## src/rtl/scr_intc_pkg.sv

```systemverilog
package scr_intc_pkg;
  localparam int AW      = 5;
  localparam int NPLANE  = 7;
  localparam int PL_CFG0 = 0;
  localparam int PL_CFG1 = 1;
  localparam int PL_CFG2 = 2;
  localparam int PL_MASK = 3;
  localparam int PL_WAKE = 4;
  localparam int PL_ROUTE = 5;
  localparam int PL_SRC  = 6;

  localparam logic [AW-1:0] A_STAT0 = 5'd21;
  localparam logic [AW-1:0] A_STAT1 = 5'd22;
  localparam logic [AW-1:0] A_RISE  = 5'd23;
  localparam logic [AW-1:0] A_FALL  = 5'd24;
  localparam logic [AW-1:0] A_TEST  = 5'd25;

  function automatic logic [AW-1:0] plane_rd_addr(input int p);
    return AW'(3 * p);
  endfunction

  function automatic logic [AW-1:0] plane_set_addr(input int p);
    return AW'(3 * p + 1);
  endfunction

  function automatic logic [AW-1:0] plane_clr_addr(input int p);
    return AW'(3 * p + 2);
  endfunction

  // Pending from a trigger code, the synchronised level and the edge latch
  function automatic logic trig_active(input logic [2:0] code, input logic lvl,
                                       input logic latched);
    case (code)
      3'b101:                 return lvl;
      3'b110:                 return ~lvl;
      3'b001, 3'b010, 3'b011: return latched;
      default:                return 1'b0;
    endcase
  endfunction

  // Whether the current/previous sample pair is an edge the code asks for
  function automatic logic edge_match(input logic [2:0] code, input logic cur,
                                      input logic prev);
    case (code)
      3'b001:  return cur & ~prev;
      3'b010:  return ~cur & prev;
      3'b011:  return cur ^ prev;
      default: return 1'b0;
    endcase
  endfunction
endpackage

```

## src/rtl/scr_intc_sync.sv

```systemverilog
module scr_intc_sync #(
  parameter int W = 32
) (
  input  logic         clk,
  input  logic         rst_n,
  input  logic [W-1:0] d_i,
  output logic [W-1:0] q_o
);
  logic [W-1:0] s1_q, s2_q;

  always_ff @(posedge clk or negedge rst_n) begin
    if (!rst_n) begin
      s1_q <= '0;
      s2_q <= '0;
    end else begin
      s1_q <= d_i;
      s2_q <= s1_q;
    end
  end

  assign q_o = s2_q;
endmodule

```

## src/rtl/scr_intc_regs.sv

```systemverilog
module scr_intc_regs
  import scr_intc_pkg::*;
#(
  parameter int N = 32
) (
  input  logic                        clk,
  input  logic                        rst_n,
  input  logic                        we_i,
  input  logic [AW-1:0]               addr_i,
  input  logic [N-1:0]                wdata_i,
  input  logic [N-1:0]                stat0_i,
  input  logic [N-1:0]                stat1_i,
  input  logic [N-1:0]                latch_i,
  output logic [NPLANE-1:0][N-1:0]    plane_o,
  output logic [N-1:0]                test_o,
  output logic [N-1:0]                edge_clr_o,
  output logic [N-1:0]                rdata_o
);
  logic [N-1:0] test_q;

  for (genvar p = 0; p < NPLANE; p++) begin : g_plane
    logic [N-1:0] q;
    logic hit_set, hit_clr;
    assign hit_set = we_i && (addr_i == plane_set_addr(p));
    assign hit_clr = we_i && (addr_i == plane_clr_addr(p));

    always_ff @(posedge clk or negedge rst_n) begin
      if (!rst_n)       q <= '0;
      else if (hit_set) q <= q | wdata_i;
      else if (hit_clr) q <= q & ~wdata_i;
    end
    assign plane_o[p] = q;
  end

  always_ff @(posedge clk or negedge rst_n) begin
    if (!rst_n)                          test_q <= '0;
    else if (we_i && addr_i == A_TEST)   test_q <= wdata_i;
  end
  assign test_o = test_q;

  assign edge_clr_o = (we_i && (addr_i == A_RISE || addr_i == A_FALL)) ? wdata_i : '0;

  always_comb begin
    rdata_o = '0;
    for (int p = 0; p < NPLANE; p++)
      if (addr_i == plane_rd_addr(p)) rdata_o = plane_o[p];
    case (addr_i)
      A_STAT0: rdata_o = stat0_i;
      A_STAT1: rdata_o = stat1_i;
      A_RISE:  rdata_o = latch_i;
      A_FALL:  rdata_o = latch_i;
      A_TEST:  rdata_o = test_q;
      default: ;
    endcase
  end

  // mask plane follows its aliases and holds otherwise
  a_r2_mask_set: assert property (@(posedge clk) disable iff (!rst_n)
    (we_i && addr_i == plane_set_addr(PL_MASK)) |=>
      (plane_o[PL_MASK] == ($past(plane_o[PL_MASK]) | $past(wdata_i))));
  a_r2_mask_clr: assert property (@(posedge clk) disable iff (!rst_n)
    (we_i && addr_i == plane_clr_addr(PL_MASK)) |=>
      (plane_o[PL_MASK] == ($past(plane_o[PL_MASK]) & ~$past(wdata_i))));
  a_r2_mask_hold: assert property (@(posedge clk) disable iff (!rst_n)
    !(we_i && (addr_i == plane_set_addr(PL_MASK) || addr_i == plane_clr_addr(PL_MASK)))
      |=> $stable(plane_o[PL_MASK]));
endmodule

```

## src/rtl/scr_intc_detect.sv

```systemverilog
module scr_intc_detect
  import scr_intc_pkg::*;
#(
  parameter int N = 32
) (
  input  logic         clk,
  input  logic         rst_n,
  input  logic [N-1:0] sync_i,
  input  logic [N-1:0] cfg0_i,
  input  logic [N-1:0] cfg1_i,
  input  logic [N-1:0] cfg2_i,
  input  logic [N-1:0] src_i,
  input  logic [N-1:0] test_i,
  input  logic [N-1:0] edge_clr_i,
  output logic [N-1:0] latch_o,
  output logic [N-1:0] pend_o
);
  logic [N-1:0] prev_q, latch_q, edge_hit;

  for (genvar i = 0; i < N; i++) begin : g_src
    logic [2:0] code;
    assign code        = {cfg2_i[i], cfg1_i[i], cfg0_i[i]};
    assign edge_hit[i] = edge_match(code, sync_i[i], prev_q[i]);

    always_ff @(posedge clk or negedge rst_n) begin
      if (!rst_n) begin
        prev_q[i]  <= 1'b0;
        latch_q[i] <= 1'b0;
      end else begin
        prev_q[i] <= sync_i[i];
        if (edge_hit[i])        latch_q[i] <= 1'b1;
        else if (edge_clr_i[i]) latch_q[i] <= 1'b0;
      end
    end

    assign pend_o[i] = (src_i[i] & trig_active(code, sync_i[i], latch_q[i])) | test_i[i];
  end

  assign latch_o = latch_q;

  // a held edge latch only drops through a clear write
  a_r4_latch_holds: assert property (@(posedge clk) disable iff (!rst_n)
    ((($past(latch_q) & ~$past(edge_clr_i)) & ~latch_q) == '0));
endmodule

```

## src/rtl/scr_intc.sv

```systemverilog
module scr_intc
  import scr_intc_pkg::*;
#(
  parameter int NSRC = 32
) (
  input  logic              clk,
  input  logic              rst_n,
  input  logic [NSRC-1:0]   irq_in,
  input  logic              bus_we,
  input  logic [AW-1:0]     bus_addr,
  input  logic [NSRC-1:0]   bus_wdata,
  output logic [NSRC-1:0]   bus_rdata,
  output logic              req0_o,
  output logic              req1_o,
  output logic              wake_o
);
  logic [NPLANE-1:0][NSRC-1:0] planes;
  logic [NSRC-1:0] sync_w, test_w, edge_clr_w, latch_w, pend_w;
  logic [NSRC-1:0] stat0_w, stat1_w;

  scr_intc_sync #(.W(NSRC)) u_sync (
    .clk(clk), .rst_n(rst_n), .d_i(irq_in), .q_o(sync_w)
  );

  scr_intc_regs #(.N(NSRC)) u_regs (
    .clk(clk), .rst_n(rst_n), .we_i(bus_we), .addr_i(bus_addr),
    .wdata_i(bus_wdata), .stat0_i(stat0_w), .stat1_i(stat1_w),
    .latch_i(latch_w), .plane_o(planes), .test_o(test_w),
    .edge_clr_o(edge_clr_w), .rdata_o(bus_rdata)
  );

  scr_intc_detect #(.N(NSRC)) u_det (
    .clk(clk), .rst_n(rst_n), .sync_i(sync_w),
    .cfg0_i(planes[PL_CFG0]), .cfg1_i(planes[PL_CFG1]), .cfg2_i(planes[PL_CFG2]),
    .src_i(planes[PL_SRC]), .test_i(test_w), .edge_clr_i(edge_clr_w),
    .latch_o(latch_w), .pend_o(pend_w)
  );

  assign stat0_w = pend_w & planes[PL_MASK] &  planes[PL_ROUTE];
  assign stat1_w = pend_w & planes[PL_MASK] & ~planes[PL_ROUTE];
  assign req0_o  = |stat0_w;
  assign req1_o  = |stat1_w;
  assign wake_o  = |(pend_w & planes[PL_WAKE]);

  // nothing requests with an empty mask
  a_r7_mask_gates_req: assert property (@(posedge clk) disable iff (!rst_n)
    (planes[PL_MASK] == '0) |-> (!req0_o && !req1_o));
  // a line is routed to exactly one output
  a_r8_status_disjoint: assert property (@(posedge clk) disable iff (!rst_n)
    ((stat0_w & stat1_w) == '0));
  // wakeup needs at least one wake enable
  a_r10_wake_needs_enable: assert property (@(posedge clk) disable iff (!rst_n)
    wake_o |-> (planes[PL_WAKE] != '0));
endmodule

```

## config.mk

```make
export PLATFORM = sky130hd
export DESIGN_NAME = scr_intc
export DESIGN_NICKNAME = d
export VERILOG_FILES = /design/src/rtl/scr_intc_pkg.sv /design/src/rtl/scr_intc_sync.sv /design/src/rtl/scr_intc_regs.sv /design/src/rtl/scr_intc_detect.sv /design/src/rtl/scr_intc.sv
export SDC_FILE = /design/constraint.sdc
export NUM_CORES = 1
export LEC_CHECK = 0
export CORE_MARGIN = 2
export CORE_UTILIZATION = 40
export DETAILED_ROUTE_END_ITERATION = 8
export GPL_TIMING_DRIVEN = 1
export PLACE_DENSITY_LB_ADDON = 0.05
export SYNTH_ARGS = -nofsm -noshare
export SYNTH_HDL_FRONTEND = slang
export SYNTH_SLANG_ARGS = --single-unit
```

## constraint.sdc

```tcl
create_clock -name clk -period 2.55 [get_ports clk]
set_input_delay 0.51 -clock clk [delete_from_list [all_inputs] [get_ports clk]]
set_output_delay 0.51 -clock clk [all_outputs]
set_load 0.02 [all_outputs]
```

==> impl_metrics.env, run 1 <==
export IMPL_dp_hpwl_um=58300
export IMPL_period_share_pct=134
export IMPL_reg2reg_slack_ns=1.17
export IMPL_via_count=20283
export IMPL_power_leakage_uw=0.0139
export IMPL_p_seq_share_pct=37.0
export IMPL_insertion_delay_ns=0.60
export IMPL_crit_fanout=4
export IMPL_die_y_um=228
export IMPL_ys_warn_count=0
export IMPL_netlist_instances=2071
export IMPL_dieArea_um2=51800
export IMPL_slew_violations=0
export IMPL_utilization_pct=60.9
export IMPL_yosysSeqAreaShare_pct=48.0
export IMPL_placed_area_um2=26200
export IMPL_drt_pass1_iterations=9
export IMPL_initial_core_util_pct=40.7
export IMPL_syn_area_um2=20000
export IMPL_setup_viol=35
export IMPL_tritoncts="yes"
export IMPL_overflow=0
export IMPL_worst_pin_slew_ns=0.661
export IMPL_hp_class="input pin to flip-flop"
export IMPL_fin_nets=2862
export IMPL_port_buffers=106
export IMPL_core_um2=49200
export IMPL_pwr_share_clk_pct=31.5
export IMPL_antenna_cells=0
export IMPL_postRouteAntennaNets=0
export IMPL_area_growth_pct=49.5
export IMPL_failed_checks="DRC, setup timing"
export IMPL_dieWidth_um=228
export IMPL_numCtsBuffers=46
export IMPL_slew_headroom_pct=55.8
export IMPL_synth_async_sr_flop_share_pct=100
export IMPL_switching_share_pct=32.1
export IMPL_grt_max_degree=78
export IMPL_synth_edf_count=0
export IMPL_crit_end="req0_o"
export IMPL_comb_power_share_pct=31.5
export IMPL_antenna_found_initial=0
export IMPL_p_int_uw=14600
export IMPL_fin_skew_ns=0.0211
export IMPL_vias_per_cell=5.92
export IMPL_netlist_top_cells_area="dfrtp_1 (48%), a22o_1 (7.4%), nand2_1 (7.3%)"
export IMPL_ys_flop_type="dfrtp_1"
export IMPL_r2r_start="u_sync.q_o[31]"
export IMPL_outcome="complete, but fails checks"
export IMPL_power_density_nw_per_um2=719
export IMPL_reg2reg_to="u_det.latch_o[31]"
export IMPL_setup_ws_ns=-0.865
export IMPL_max_freq_ghz=0.293
export IMPL_holdWs_ns=0.322
export IMPL_wl_um=84800
export IMPL_maxCapViolations=0
export IMPL_io_pins=107
export IMPL_seqCellArea_um2=9610
export IMPL_start_kind="flip-flop"
export IMPL_ys_types=57
export IMPL_fillers=4155
export IMPL_cts_reportedPaths_clkPinSlew_ns=0.06
export IMPL_grt_pass1_vias=19876
export IMPL_cts_sinks=384
export IMPL_clock_root_buffer="clkbuf_16"
export IMPL_wl_per_cell_um=24.7
export IMPL_synth_top_area_share_pct=48.0
export IMPL_arrival_ns=2.90
export IMPL_hold_viol=0
export IMPL_synth_seq_cells=384
export IMPL_power_uw=21500
export IMPL_peakVddDrop_v=0.000505
export IMPL_design_area_um2=29900
export IMPL_cts_path_max_buffers=3
export IMPL_grtUsageTotal_pct=32.7
export IMPL_crit_type="flip-flop to output port"
export IMPL_num_rows=81
export IMPL_setup_worst_path_end_class="output port"
export IMPL_rsz0062_at_grt="yes"
export IMPL_switching_power_uw=6910
export IMPL_multiInputGateArea_um2=10600
export IMPL_crit_required_ns=2.04
export IMPL_postSynthNetCount=2207
export IMPL_drc=11
export IMPL_post_route_cells_drive_above_1_share_pct=35.3
export IMPL_grt_pass1_wl_um=126000
export IMPL_ff2ff_path_depth=7
export IMPL_place_congestion=0.987
export IMPL_synth_top_area_cell="dfrtp_1"
export IMPL_avgSynthCellArea_um2=9.66
export IMPL_final_min_clock_period_ns=3.41
export IMPL_htreeDepth=2
export IMPL_first_iter_violations=2347
-- cell type report --
type,instances,share of cell area (%)
inverter,93,1.18
tap,664,2.78
sequential,384,32.1
multi-input combinational,1462,35.5
clock buffer,68,4.60
clock inverter,16,0.581
timing repair buffer,739,23.2
-- power groups by stage --
stage	Sequential (µW)	Combinational, µW	Clock, µW
after floorplan	8110	2040	0
after global placement	7930	5930	0
after detailed placement	7970	5990	0
after CTS	7900	6560	6900
after global routing	8060	7200	7170
final	7950	6780	6780
-- through the flow --
step / std cells / TNS [ns] / setup WS, ns
final: 3426 / -6.13 / -0.865
after global routing: 3426 / -8.19 / -0.937
after CTS: 3404 / -5.56 / -0.859
after detailed placement: 3262 / -34.45 / -1.07
after global placement: 3262 / -34.51 / -1.07
after floorplan: 2071 / 0 / 0.00999
-- routing by layer --
layer	up-vias	part of all wire, %	track usage (%)
met3	183	8.5	5.68
met2	959	47	52.9
met1	10110	42	44.5
met4	0	3.2	11.1
li1	9031	-	-
met5	-	0	0
-- worst min path at each step --
| stage | start | end | slack [ns] | cells past startpoint |
|---|---|---|---|---|
| floorplan | rst_n | async pin | 0.21 | 0 |
| global placement | u_sync.s1_q[9] | u_sync.q_o[9] | 0.33 | 0 |
| detailed placement | u_sync.s1_q[31] | u_sync.q_o[31] | 0.33 | 0 |
| CTS | bus_addr[0] | flip-flop | 0.30 | 3 |
| global route | bus_addr[0] | flip-flop | 0.33 | 3 |
| finish | bus_addr[0] | flip-flop | 0.32 | 3 |
-- cells in the final DEF (no fill, tap or decap), types with 29 or more instances in the layout --
cell,count
a21oi_1,67
a222oi_1,61
a22o_1,168
a22oi_1,30
buf_12,52
buf_4,519
buf_6,83
clkbuf_16,49
clkdlybuf4s50_1,65
dfrtp_1,380
ha_1,64
inv_1,92
mux2_2,51
nand2_1,378
nand3_1,61
nand3_2,29
nor2_1,86
o21ai_0,81
o221ai_1,30
-- cell usage after synthesis, types with 3 or more instances --
cell / count
o221ai_1: 57
a22oi_1: 34
inv_1: 92
nor2b_1: 27
nand3b_1: 5
o21ai_0: 95
o211ai_1: 21
a31oi_1: 17
o2bb2ai_1: 20
ha_1: 64
nor2_1: 94
nor3_1: 13
nor3_2: 5
nand2_1: 387
nand2b_1: 3
dfrtp_1: 384
or3_1: 3
mux2i_1: 22
nand4_1: 23
a21o_1: 3
a222oi_1: 61
o311ai_1: 3
a21oi_1: 87
a22o_1: 168
clkbuf_1: 83
and2_1: 8
a211o_1: 26
a221o_1: 5
o22ai_1: 6
nand3_1: 91
mux2_2: 57
a32oi_1: 11
and3_1: 11
a221oi_1: 9
buf_2: 45
-- worst max-delay path: stages (launching register included) --
cell	delay [ns]
dfrtp_1	0.43
o221ai_2	0.24
a21oi_2	0.09
a32o_2	0.27
a311oi_2	0.22
buf_4	0.17
nand4_1	0.17
or4_4	0.57
buf_6	0.16
-- timing repair --
item                                    CTS  global route
hold buffers                              1             0
endpoints found under the setup margin   35            35
hold endpoints to repair                 39             0
cloned                                   10             3
resized for setup                       433            96
buffers inserted                         48            22
pin swaps                                95            68
-- cell families after synthesis --
logic type / after synthesis / share of synthesized area, %
multiplexers: 80 / 4.36
AND/OR/NAND/NOR: 680 / 14.8
AO/OA/AOI/OAI: 638 / 24.3
buffers and inverters: 225 / 4.53
adder cells (fa/ha/maj): 64 / 4.00
flip-flops: 384 / 48.0
Power figures use the tool's default switching activity.
==> inputs of run 2 (changes only) <==
CAP_MARGIN = 20   (was default)
CELL_PAD_IN_SITES_DETAIL_PLACEMENT = 1   (was default)
CELL_PAD_IN_SITES_GLOBAL_PLACEMENT = 2   (was default)
CORE_UTILIZATION = 39   (was 40)
SLEW_MARGIN = 20   (was default)
==> impl_metrics.env, run 2 (synthesized netlist as in run 1, its figures left out) <==
export IMPL_port_buffers=106
export IMPL_grt_max_degree=66
export IMPL_outcome="complete, but fails checks"
export IMPL_final_min_clock_period_ns=3.40
export IMPL_htreeDepth=2
export IMPL_max_freq_ghz=0.295
export IMPL_slew_headroom_pct=51.5
export IMPL_r2r_start="u_sync.q_o[24]"
export IMPL_crit_fanout=4
export IMPL_area_growth_pct=49.8
export IMPL_holdWs_ns=0.337
export IMPL_wl_per_cell_um=27.2
export IMPL_fin_nets=2868
export IMPL_utilization_pct=58.8
export IMPL_worst_pin_slew_ns=0.726
export IMPL_die_y_um=231
export IMPL_period_share_pct=133
export IMPL_peakVddDrop_v=0.000515
export IMPL_core_um2=51000
export IMPL_crit_type="flip-flop to output port"
export IMPL_start_kind="flip-flop"
export IMPL_vias_per_cell=6.05
export IMPL_drc=0
export IMPL_maxCapViolations=0
export IMPL_cp_cell_sequence="buf_4, a22oi_1, nand4_1, or4_4, nor3_2, nand4_1, buf_6"
export IMPL_wl_um=93700
export IMPL_post_route_cells_drive_above_1_share_pct=35.8
export IMPL_postRouteAntennaNets=0
export IMPL_antenna_cells=0
export IMPL_via_count=20828
export IMPL_hold_path_cell_count=0
export IMPL_slew_violations=0
export IMPL_place_congestion=0.980
export IMPL_reg2reg_slack_ns=1.11
export IMPL_cts_sinks=384
export IMPL_grtUsageTotal_pct=34.8
export IMPL_hp_class="flip-flop to flip-flop"
export IMPL_clock_root_buffer="clkbuf_16"
export IMPL_tritoncts="yes"
export IMPL_dieArea_um2=53100
export IMPL_io_pins=107
export IMPL_ff2ff_path_depth=7
export IMPL_antenna_found_initial=1
export IMPL_setup_viol=34
export IMPL_crit_required_ns=2.04
export IMPL_insertion_delay_ns=0.59
export IMPL_cts_reportedPaths_clkPinSlew_ns=0.06
export IMPL_setup_worst_path_end_class="output port"
export IMPL_cts_path_max_buffers=3
export IMPL_power_leakage_uw=0.0138
export IMPL_grt_pass1_vias=21720
export IMPL_overflow=0
export IMPL_fin_skew_ns=0.0107
export IMPL_num_rows=83
export IMPL_dp_hpwl_um=65200
export IMPL_reg2reg_to="u_det.latch_o[24]"
export IMPL_drt_pass1_iterations=7
export IMPL_arrival_ns=2.89
export IMPL_max_stage_delay_ns=0.56
export IMPL_post_place_ws_ns=-1.24
export IMPL_hold_path_startpoint="u_sync.s1_q[21]"
export IMPL_power_density_nw_per_um2=734
export IMPL_hold_viol=0
export IMPL_dieWidth_um=231
export IMPL_first_iter_violations=1927
export IMPL_critPathMostFrequentCell="nand4_1"
export IMPL_power_uw=22000
export IMPL_failed_checks="setup timing"
export IMPL_placed_area_um2=26300
export IMPL_grt_pass1_wl_um=139000
export IMPL_numCtsBuffers=46
export IMPL_setup_ws_ns=-0.845
export IMPL_slowest_stage="or4_4"
export IMPL_holdPathEnd="u_sync.q_o[21]"
export IMPL_layout_cells_most_common="buf_4"
export IMPL_layout_common_cells="buf_4 (530), nand2_1 (384), dfrtp_1 (381), a22o_1 (167), inv_1 (92)"
export IMPL_initial_core_util_pct=39.3
export IMPL_design_area_um2=30000
export IMPL_rsz0062_at_grt="yes"
[run 2: what timing repair did]
item	4_1_cts	5_1_grt
cloned	8	3
setup buffers	43	17
resized for setup	419	89
hold buffers	1	0
pin swaps	92	68
hold endpoints to repair	41	0
setup endpoints to repair	35	35
[run 2: worst max path at each step]
stage                         end              start  cells past startpoint
detailed placement  bus_rdata[26]        bus_addr[1]                      9
global route               req1_o          flip-flop                      8
floorplan           bus_rdata[12]        bus_addr[3]                      7
CTS                        wake_o   u_regs.test_o[3]                      8
global placement    bus_rdata[26]        bus_addr[1]                      9
finish                     wake_o  u_regs.test_o[11]                      7
[run 2: report_power, final]
part           switching [µW]  leakage (µW)  internal [µW]
registers                 890       0.00472           7090
logic                    3490       0.00833           3520
clock network            2740      0.000780           4280
[run 2: through the flow]
step	std cells	TNS, ns
after floorplan	2071	0
after CTS	3427	-6.42
after global placement	3298	-38.63
after global routing	3442	-6.54
after detailed placement	3298	-43.26
final	3442	-5.06
[run 2: metal layers]
layer / vias to the layer above / part of all wire [%] / GRT usage (%) / wire [µm]
met5: - / 0.011 / 0 / 10
met4: 2 / 4.6 / 13.1 / 4270
met3: 224 / 6.4 / 5.16 / 6030
met2: 791 / 47 / 57.7 / 43800
met1: 10781 / 42 / 46.2 / 39500
li1: 9030 / - / - / -
[run 2: final cells by class]
class | instances | area (µm²)
multi-input combinational | 1462 | 10700
clock inverter | 13 | 223
clock buffer | 65 | 1350
inverter | 93 | 362
sequential | 384 | 9610
tap | 680 | 851
timing repair buffer | 745 | 6870
fill | 5537 | 21000
[run 2: worst max-delay path, delay by kind of cell, from the launching register on]
kind	cells	cell delay, ns
buffers and inverters	2	0.41
AND/OR/NAND/NOR	4	1.17
AO/OA/AOI/OAI	1	0.33
flip-flops	1	0.39
==> inputs of run 3 (changes only) <==
MAX_ROUTING_LAYER = met4   (was default)
SYNTH_HIERARCHICAL = 1   (was default)
TNS_END_PERCENT = 100   (was default)
==> impl_metrics.env, run 3 <==
export IMPL_seqCellArea_um2=9620
export IMPL_place_congestion=0.967
export IMPL_hp_class="flip-flop to flip-flop"
export IMPL_synth_top_family_by_area="compound AO/OA/AOI/OAI gates"
export IMPL_grt_pass1_wl_um=139000
export IMPL_layout_cells_most_common="buf_4"
export IMPL_placed_area_um2=27500
export IMPL_crit_required_ns=2.04
export IMPL_synth_adder_area_share_pct=3.74
export IMPL_ys_flop_type="dfrtp_1"
export IMPL_drc=0
export IMPL_grt_pass1_vias=22369
export IMPL_io_pins=107
export IMPL_area_growth_pct=43.8
export IMPL_cts_sinks=384
export IMPL_cp_cell_sequence="o221ai_2, a21oi_4, or2_4, a22oi_1, nand4_1, or4_4, buf_6"
export IMPL_wl_met2_um=45000
export IMPL_core_um2=54000
export IMPL_fin_nets=2998
export IMPL_avgSynthCellArea_um2=9.55
export IMPL_postRouteAntennaNets=0
export IMPL_fillers=5963
export IMPL_wl_met1_um=39700
export IMPL_slew_violations=0
export IMPL_cts_reportedPaths_clkPinSlew_ns=0.06
export IMPL_arrival_ns=2.91
export IMPL_wl_per_cell_um=25.9
export IMPL_synth_top_area_share_pct=44.9
export IMPL_setup_viol=35
export IMPL_clock_root_buffer="clkbuf_16"
export IMPL_post_route_cells_drive_above_1_share_pct=38.6
export IMPL_crit_buf_inv=1
export IMPL_synth_simple_area_share_pct=13.1
export IMPL_power_density_nw_per_um2=719
export IMPL_htreeDepth=2
export IMPL_postSynthNetCount=2375
export IMPL_ys_types=69
export IMPL_fin_skew_ns=0.0277
export IMPL_path_depth=7
export IMPL_slew_headroom_pct=52.1
export IMPL_num_rows=85
export IMPL_port_buffers=106
export IMPL_slowest_stage="or4_4"
export IMPL_peakVddDrop_v=0.000534
export IMPL_outcome="complete, but fails checks"
export IMPL_vias_per_cell=5.89
export IMPL_dieWidth_um=238
export IMPL_grtUsageTotal_pct=33.5
export IMPL_setup_worst_path_end_class="output port"
export IMPL_period_share_pct=134
export IMPL_routed_top_layer="met4"
export IMPL_final_min_clock_period_ns=3.42
export IMPL_synth_compound_area_share_pct=25.1
export IMPL_ys_warn_count=6
export IMPL_crit_family="simple AND/OR/NAND/NOR gates"
export IMPL_via_count=21157
export IMPL_power_leakage_uw=0.0144
export IMPL_grt_max_degree=66
export IMPL_multiInputGateArea_um2=11600
export IMPL_yosysMostFrequentCell="dfrtp_1"
export IMPL_syn_area_um2=21400
export IMPL_antenna_found_initial=2
export IMPL_design_area_um2=30800
export IMPL_crit_end="wake_o"
export IMPL_power_uw=22100
export IMPL_initial_core_util_pct=39.6
export IMPL_synth_async_sr_flop_share_pct=100
export IMPL_cts_path_max_buffers=3
export IMPL_max_freq_ghz=0.292
export IMPL_tritoncts="yes"
export IMPL_wl_met3_um=4820
export IMPL_failed_checks="setup timing"
export IMPL_overflow=0
export IMPL_fin_cells=3593
export IMPL_die_y_um=238
export IMPL_setup_ws_ns=-0.874
export IMPL_place_inst=3440
export IMPL_maxCapViolations=0
export IMPL_post_place_ws_ns=-1.28
export IMPL_worst_pin_slew_ns=0.717
export IMPL_rsz0062_at_grt="yes"
export IMPL_crit_fanout=4
export IMPL_start_kind="flip-flop"
export IMPL_wl_um=93000
export IMPL_setup_tns_ns=-17.82
export IMPL_layout_common_cells="buf_4 (574), dfrtp_1 (377), nand2_1 (281), a22o_1 (190), inv_1 (146)"
export IMPL_synth_top_area_cell="dfrtp_1"
export IMPL_netlist_instances=2239
export IMPL_yosysSeqAreaShare_pct=44.9
export IMPL_netlist_top_cells_area="dfrtp_1 (45%), a22o_1 (7.8%), nand2_1 (5.1%)"
export IMPL_synth_seq_cells=384
export IMPL_first_iter_violations=1500
export IMPL_r2r_start="u_sync/q_o[20]"
export IMPL_reg2reg_to="u_det/latch_o[20]"
export IMPL_dp_hpwl_um=64700
export IMPL_muxShareOfSynthArea_pct=6.46
export IMPL_dieArea_um2=56700
export IMPL_synth_xor_area_share_pct=0
export IMPL_synth_edf_count=0
export IMPL_reg2reg_slack_ns=0.99
export IMPL_numCtsBuffers=46
export IMPL_drt_pass1_iterations=5
export IMPL_insertion_delay_ns=0.60
export IMPL_crit_type="flip-flop to output port"
export IMPL_hold_viol=0
export IMPL_synth_common_cells="dfrtp_1 (384), nand2_1 (291), a21oi_1 (216)"
export IMPL_ff2ff_path_depth=8
export IMPL_max_stage_delay_ns=0.59
run 3: changes by cell type after synthesis, sizes merged, moves of 28 or more:
cell,delta
a21oi,+129
nand2,-96
nand3,-79
inv,+77
a222oi,-60
and3,+50
a221oi,+48
o22ai,+36
mux2,+33
o221ai,-30
or2,+29
buf,+28
run 3: metal layers:
metal,track usage (%),vias to the layer above
met5,-,-
met4,11.8,0
met3,3.97,219
met2,55.4,665
met1,42.5,10891
li1,-,9382
run 3: cell families after synthesis:
logic type                 after synthesis
AOI/OAI and AO/OA                      768
adders and majority gates               64
buffers and inverters                  338
DFF                                    384
muxes                                  117
and+or+nand+nor                        568
run 3: report_power, final:
group	leakage [µW]	switching, µW	internal [µW]
registers	0.00470	891	7090
clock network	0.000751	2710	4040
logic	0.00892	3470	3920
total	0.0144	7070	15100
run 3: repair_timing:
item	CTS	global route
pin swaps	109	75
hold buffers	1	0
gates resized for setup	377	117
endpoints found under the hold margin	52	0
setup buffers	47	29
setup endpoints to repair	35	35
run 3: final cells by class:
type,instances,area share [%]
well taps,696,2.83
clock buffers,69,4.52
multi-input cells,1517,37.6
clock inverters,11,0.431
flip-flops and latches,384,31.3
diodes,3,0.0244
inverters,170,2.07
repair buffers,743,21.2
run 3: worst min path at each step:
stage / end / depth (start not counted) / start / slack, ns
4_1_cts: flip-flop / 3 / bus_addr[0] / 0.31
3_5_place_dp: u_sync/q_o[29] / 0 / u_sync/s1_q[29] / 0.34
6_report: u_sync/q_o[10] / 0 / u_sync/s1_q[10] / 0.34
3_3_place_gp: u_sync/q_o[15] / 0 / u_sync/s1_q[15] / 0.33
5_1_grt: u_sync/s1_q[7] / 1 / irq_in[7] / 0.34
2_1_floorplan: u_det/latch_o[0] / 0 / rst_n / 0.21
run 3: metrics by stage:
step	utilization, %	hold slack (ns)
3_3_place_gp	50.9	0.332
4_1_cts	55.7	0.310
3_5_place_dp	50.9	0.336
5_1_grt	56.9	0.337
2_1_floorplan	-	0.214
6_report	56.9	0.342
